## src/rtl/ilv_pkg.sv

```systemverilog
// Shared types for the dual-port interleaving multiplexer.
// Assumes the mode code is presented as {high bit, low bit} on a 2-bit bus.
package ilv_pkg;
    typedef enum logic [1:0] {
        MODE_ALT   = 2'b00,
        MODE_ONLY1 = 2'b01,
        MODE_ONLY2 = 2'b10,
        MODE_RSVD  = 2'b11
    } mode_e;

    typedef enum logic {
        SLOT_P2 = 1'b0,
        SLOT_P1 = 1'b1
    } slot_e;
endpackage

```

## src/rtl/ilv_phase_track.sv

```systemverilog
// Tracks which half of the input-clock period the current fast edge belongs to.
// Assumes half_mark, when high, identifies an input-clock rising edge; without it
// the slot simply alternates. Reset restarts at the port-2 slot.
module ilv_phase_track
    import ilv_pkg::*;
(
    input  logic  clk_fast,
    input  logic  rst_n,
    input  logic  half_mark,
    output slot_e slot_now
);
    slot_e next_q;

    assign slot_now = half_mark ? SLOT_P2 : next_q;

    // Remember the slot the following edge will take.
    always_ff @(posedge clk_fast) begin
        if (!rst_n) next_q <= SLOT_P2;
        else        next_q <= (slot_now == SLOT_P2) ? SLOT_P1 : SLOT_P2;
    end

    assert_slot_alternate_R5: assert property (@(posedge clk_fast) disable iff (!rst_n)
        (slot_now == SLOT_P1) |=> (slot_now == SLOT_P2));

    assert_restart_p2_R2: assert property (@(posedge clk_fast) disable iff (!rst_n)
        !$past(rst_n) |-> (slot_now == SLOT_P2));
endmodule

```

## src/rtl/ilv_port_latch.sv

```systemverilog
// One input-port holding register with a capture enable.
// Assumes enable is decided by the caller from mode and slot.
module ilv_port_latch #(
    parameter int DATA_W = 14
) (
    input  logic              clk_fast,
    input  logic              rst_n,
    input  logic              cap_en,
    input  logic [DATA_W-1:0] din,
    output logic [DATA_W-1:0] q
);
    // Capture the port word when enabled, else hold.
    always_ff @(posedge clk_fast) begin
        if (!rst_n)      q <= '0;
        else if (cap_en) q <= din;
    end

    // Covers R6 and R7: an unselected port register keeps its value.
    assert_idle_port_holds_R6: assert property (@(posedge clk_fast) disable iff (!rst_n)
        !cap_en |=> $stable(q));
endmodule

```

## src/rtl/ilv_out_sel.sv

```systemverilog
// Output register, update strobe and reserved-mode flag.
// Assumes the port registers are updated on the same edge as this register,
// so it reads their pre-edge contents.
module ilv_out_sel
    import ilv_pkg::*;
#(
    parameter int DATA_W = 14
) (
    input  logic              clk_fast,
    input  logic              rst_n,
    input  mode_e             mode,
    input  slot_e             slot_now,
    input  logic [DATA_W-1:0] lat1,
    input  logic [DATA_W-1:0] lat2,
    output logic [DATA_W-1:0] dac_q,
    output logic              upd_stb,
    output logic              mode_err
);
    logic              wr_en;
    logic [DATA_W-1:0] pick;

    // Choose the register that feeds the output on this edge.
    always_comb begin
        wr_en = 1'b1;
        pick  = dac_q;
        unique case (mode)
            MODE_ALT:   pick = (slot_now == SLOT_P2) ? lat2 : lat1;
            MODE_ONLY1: pick = lat1;
            MODE_ONLY2: pick = lat2;
            default:    wr_en = 1'b0;
        endcase
    end

    // Output register with strobe and error flag.
    always_ff @(posedge clk_fast) begin
        if (!rst_n) begin
            dac_q    <= '0;
            upd_stb  <= 1'b0;
            mode_err <= 1'b0;
        end else begin
            if (wr_en) dac_q <= pick;
            upd_stb  <= wr_en;
            mode_err <= (mode == MODE_RSVD);
        end
    end

    assert_alt_p2_first_R3: assert property (@(posedge clk_fast) disable iff (!rst_n)
        (mode == MODE_ALT && slot_now == SLOT_P2) |=> (dac_q == $past(lat2)));

    assert_alt_p1_mid_R4: assert property (@(posedge clk_fast) disable iff (!rst_n)
        (mode == MODE_ALT && slot_now == SLOT_P1) |=> (dac_q == $past(lat1)));

    assert_rsvd_freeze_R8: assert property (@(posedge clk_fast) disable iff (!rst_n)
        (mode == MODE_RSVD) |=> ($stable(dac_q) && mode_err && !upd_stb));

    assert_strobe_on_write_R9: assert property (@(posedge clk_fast) disable iff (!rst_n)
        (mode != MODE_RSVD) |=> (upd_stb && !mode_err));
endmodule

```

## src/rtl/dual_port_dac_mux.sv

```systemverilog
// Top level: merges two input ports into one converter output register.
// Assumes clk_fast runs at twice the input word rate and half_mark flags the
// fast edge aligned with the input-clock rising edge. Reset is synchronous.
module dual_port_dac_mux
    import ilv_pkg::*;
#(
    parameter int DATA_W = 14
) (
    input  logic              clk_fast,
    input  logic              rst_n,
    input  logic              half_mark,
    input  logic [1:0]        mode_sel,
    input  logic [DATA_W-1:0] port1_d,
    input  logic [DATA_W-1:0] port2_d,
    output logic [DATA_W-1:0] dac_q,
    output logic              upd_stb,
    output logic              mode_err
);
    localparam int NPORT = 2;

    mode_e                        mode;
    slot_e                        slot_now;
    logic [NPORT-1:0][DATA_W-1:0] pin_w;
    logic [NPORT-1:0][DATA_W-1:0] lat_w;
    logic [NPORT-1:0]             cap_en;

    assign mode     = mode_e'(mode_sel);
    assign pin_w[0] = port1_d;
    assign pin_w[1] = port2_d;

    ilv_phase_track u_phase (
        .clk_fast (clk_fast),
        .rst_n    (rst_n),
        .half_mark(half_mark),
        .slot_now (slot_now)
    );

    for (genvar gi = 0; gi < NPORT; gi++) begin : g_port
        localparam mode_e SOLO = (gi == 0) ? MODE_ONLY1 : MODE_ONLY2;

        // Capture on a port-2 slot when interleaving, or always when this port is chosen alone.
        assign cap_en[gi] = (mode == MODE_ALT && slot_now == SLOT_P2) || (mode == SOLO);

        ilv_port_latch #(.DATA_W(DATA_W)) u_lat (
            .clk_fast(clk_fast),
            .rst_n   (rst_n),
            .cap_en  (cap_en[gi]),
            .din     (pin_w[gi]),
            .q       (lat_w[gi])
        );
    end

    ilv_out_sel #(.DATA_W(DATA_W)) u_out (
        .clk_fast(clk_fast),
        .rst_n   (rst_n),
        .mode    (mode),
        .slot_now(slot_now),
        .lat1    (lat_w[0]),
        .lat2    (lat_w[1]),
        .dac_q   (dac_q),
        .upd_stb (upd_stb),
        .mode_err(mode_err)
    );
endmodule

```

## config.mk

```make
export PLATFORM = sky130hd
export DESIGN_NAME = dual_port_dac_mux
export DESIGN_NICKNAME = d
export VERILOG_FILES = /design/src/rtl/ilv_pkg.sv /design/src/rtl/ilv_phase_track.sv /design/src/rtl/ilv_port_latch.sv /design/src/rtl/ilv_out_sel.sv /design/src/rtl/dual_port_dac_mux.sv
export SDC_FILE = /design/constraint.sdc
export NUM_CORES = 1
export LEC_CHECK = 0
export CAP_MARGIN = 20
export CORE_AREA = 2 2 78 50
export CTS_CLUSTER_DIAMETER = 100
export DETAILED_ROUTE_END_ITERATION = 16
export DIE_AREA = 0 0 80 52
export DONT_BUFFER_PORTS = 1
export GPL_ROUTABILITY_DRIVEN = 0
export PLACE_DENSITY_LB_ADDON = 0.25
export RECOVER_POWER = 100
export SKIP_CTS_REPAIR_TIMING = 1
export SLEW_MARGIN = 40
export SYNTH_ARGS = -nofsm -noshare
export SYNTH_HDL_FRONTEND = slang
export SYNTH_SLANG_ARGS = --single-unit
export TNS_END_PERCENT = 30
```

## constraint.sdc

```tcl
create_clock -name clk_fast -period 3.9 [get_ports clk_fast]
set_input_delay 0.975 -clock clk_fast [delete_from_list [all_inputs] [get_ports clk_fast]]
set_output_delay 0.975 -clock clk_fast [all_outputs]
set_load 0.005 [all_outputs]
```

==> metrics.md <==
| Metric | Value |
|---|---|
| Area growth, synth to finish | 0.116% |
| Number of rows created at floorplan | 17 |
| Maximum number of buffers from clock root to sink | 2 |
| Max_cap viols | 0 |
| Headroom to the max-slew limit | 0.311 |
| First-pass GRT wire length | 7.16 mm |
| Leak | 0.873 nW |
| WHS Endpoint | u_out.dac_q[8] |
| Final total power | 0.000917 W |
| Critical path fanouts, max | 19 |
| Number of antenna violations at the first check in global routing | 0 |
| Count of distinct cell types in the synthesized netlist | 22 |
| Flop and latch count out of synthesis | 45 |
| Pin count of the biggest net entering global routing | 33 |
| DRC errors left | 0 |
| Arrival time at the worst endpoint | 2.59 ns |
| # placed instances | 277 |
| Global-route usage over all layers | 0.239 |
| Synthesized area divided by synthesized cell count | 8.71 um2 |
| Final hold violation count | 0 |
| Vias in the first global route | 1418 |
| Antenna cells | 0 |
| Cell depth of the worst hold path | 2 |
| H-tree Lvls | 2 |
| Final number of setup-violating endpoints | 0 |
| Library cell contributing the largest single delay on the critical path | nand2b_1 |
| Commonest cells after routing, fill and taps aside | nand2_1, dfxtp_1, a21boi_0 |
| Post-route met1 wirelength | 2.33 mm |
| Leading post-synthesis cells by cell area | dfxtp_1, nand2_1, a21boi_1 |
| Library cell used as clock root buffer | clkbuf_8 |
| CP max stage delay | 0.77 ns |
| Clock buffer count from CTS | 5 |
| Wirelength per Cell | 16.1 um |
| Post-detailed-placement cell area | 2120 um2 |
| Critical path start-end classification | primary input to flip-flop |
| Yosys warns | 0 |
| Final count of pins violating max slew | 0 |
| Post-Synthesis Net Count | 286 |
| Remaining global-route overflow | 0 |
| Area of the mapped netlist | 2160 um2 |
| Detail Route met2 WL | 1.61 mm |
| Clock-pin slew reported for the worst setup and hold paths after clock tree synthesis | 0.08 ns |
| Power Dens Cells | 424 nW/um2 |
| RSZ-0062 raised after global routing | false |
| Routed vias | 1600 |
| Terminus of the critical flop-to-flop path | g_port[0].u_lat.q[4] |
| Fraction of synthesized cell area taken by the top area cell type | 0.417 |
| WL met3 | 539 um |
| Data required time at the worst endpoint | 4.13 ns |
| Drt first-iter violations | 115 |
| CTS tree | yes |
| Area of the core | 3490 um2 |
| Initial cell density of the core | 0.619 |
| Register area share after synthesis | 0.417 |
| Avg Vias per Cell | 5.63 |
| Clock latency on the worst-skew pair | 0.30 ns |
| Type of the tightest min-delay check | flip-flop to flip-flop |
| Non-filler instance count after layout | 284 |
| Cell class contributing the biggest share of worst-path delay | simple AND/OR/NAND/NOR gates |
| Layout Nets | 275 |
| Die height | 52 um |
| Crit share post-route | 0.607 |
| Min Clock Period, post-route | 2.37 ns |
| Half-perimeter wire length of the detailed placement result | 3.09 mm |
| Crit end category | flip-flop |
| Origin of the worst min-delay path | u_out.dac_q[8] |
| Buffering stage count on the worst path with inverters included | 0 |
| Cell chain of the critical path | nand2b_1 -> a21o_1 -> nand2_1 -> a21boi_0 |
| Worst setup skew after layout | 0.00372 ns |
| R2R Setup Slk | 1.95 ns |
| Wire length after detailed routing | 4.56 mm |
| Count of mapped cells out of synthesis | 248 |
| Area of the die | 4160 um2 |
| Startpoint types | primary input |
| Number of search-and-repair iterations in the first detailed-routing pass | 4 |
| Max Fclk | 423 MHz |
| VDD IR-drop max | 0.000239 V |
| Measured slew at the worst slew-check pin | 1.03 ns |
| Outcome | complete, no violations |
| Layout cell share with drive strength beyond 1 | 0.0759 |
| Final setup TNS | 0 ns |
| Leading cell type in the layout, fill and taps excluded | nand2_1 |
| Top routing layer in use | met4 |
| # port buffers | 0 |
| Design area | 2160 um2 |
| I/O pin count | 49 |
| Number of sinks driven by the clock tree | 45 |
| Horizontal extent of the die | 80 um |
| Post-synthesis cell type with the largest combined area | dfxtp_1 |
| Worst R2R Path Depth | 4 |
| Crit Reg-Reg Startpoint | u_phase.next_q |
| Number of antenna-violating nets in the routed design | 0 |
==> cells by family after synthesis <==
kind of cell / synth area share
adder cells (fa/ha/maj): 0.0290
flip-flops: 0.417
buffers and inverters: 0.0527
AND/OR/NAND/NOR: 0.164
multiplexers: 0.0886
AO/OA/AOI/OAI: 0.249
==> worst max-delay path by stage <==
stage,depth (start not counted),startpoint,end
after floorplan,7,mode_sel[0],u_out.dac_q[10]
after global routing,4,half_mark,g_port[0].u_lat.q[4]
after CTS,5,mode_sel[0],g_port[1].u_lat.q[13]
after global placement,5,mode_sel[0],u_out.dac_q[7]
after detailed placement,5,mode_sel[0],g_port[1].u_lat.q[13]
final,4,half_mark,g_port[0].u_lat.q[4]
==> routing by layer <==
metal  global-route usage  vias to the layer above
met4                0.107                        0
met1                0.373                      714
met5                    0                        -
met3               0.0920                        8
met2                0.272                       67
li1                     -                      811
==> synth_stat cells <==
master / n
o21ai_2: 9
buf_6: 1
inv_1: 3
mux2_1: 5
clkbuf_1: 7
a21oi_1: 14
a22oi_1: 14
ha_1: 5
nand2b_1: 1
nand2b_4: 1
mux2_4: 9
buf_4: 2
nand2_1: 84
a21o_2: 1
o21ai_1: 5
buf_2: 7
a21oi_4: 2
a21o_1: 1
buf_8: 1
and2_1: 3
a21boi_1: 28
dfxtp_1: 45
==> registers in the layout (all words and copies together) (netlist names) <==
name            count
g_port.u_lat.q     28
u_out.upd_stb       1
u_out.mode_err      1
u_out.dac_q        14
u_phase.next_q      1
==> through the flow <==
| step | util | hold WS [ns] | setup slack, ns |
|---|---|---|---|
| 2_1_floorplan | - | 0.439 | 1.75 |
| 4_1_cts | 0.632 | 0.465 | 1.79 |
| 3_5_place_dp | 0.608 | 0.454 | 1.47 |
| 3_3_place_gp | 0.607 | 0.448 | 1.46 |
| 6_report | 0.620 | 0.463 | 1.53 |
| 5_1_grt | 0.620 | 0.493 | 1.40 |
==> report_power, final <==
group / leakage, nW / total, W / switching, W / internal, W
Combinational: 0.459 / 0.000110 / 0.0000680 / 0.0000422
Sequential: 0.370 / 0.000516 / 0.0000244 / 0.000492
Clock: 0.0443 / 0.000291 / 0.000150 / 0.000141
Total: 0.873 / 0.000917 / 0.000242 / 0.000674
==> layout make-up <==
| cell class | instances | area [um2] |
|---|---|---|
| tap | 47 | 58.8 |
| sequential | 45 | 901 |
| multi-input combinational | 182 | 1110 |
| clock buffer | 7 | 86.3 |
| fill | 314 | 1330 |
| inverter | 3 | 11.3 |
==> worst reg2reg max path: stages, from the launching register on <==
cell and delay, ns:
dfxtp_1 0.31, nand2b_1 0.72, a21o_1 0.53, nand2_1 0.14, a21boi_0 0.18
No activity file was read; power rests on OpenSTA's default activity.
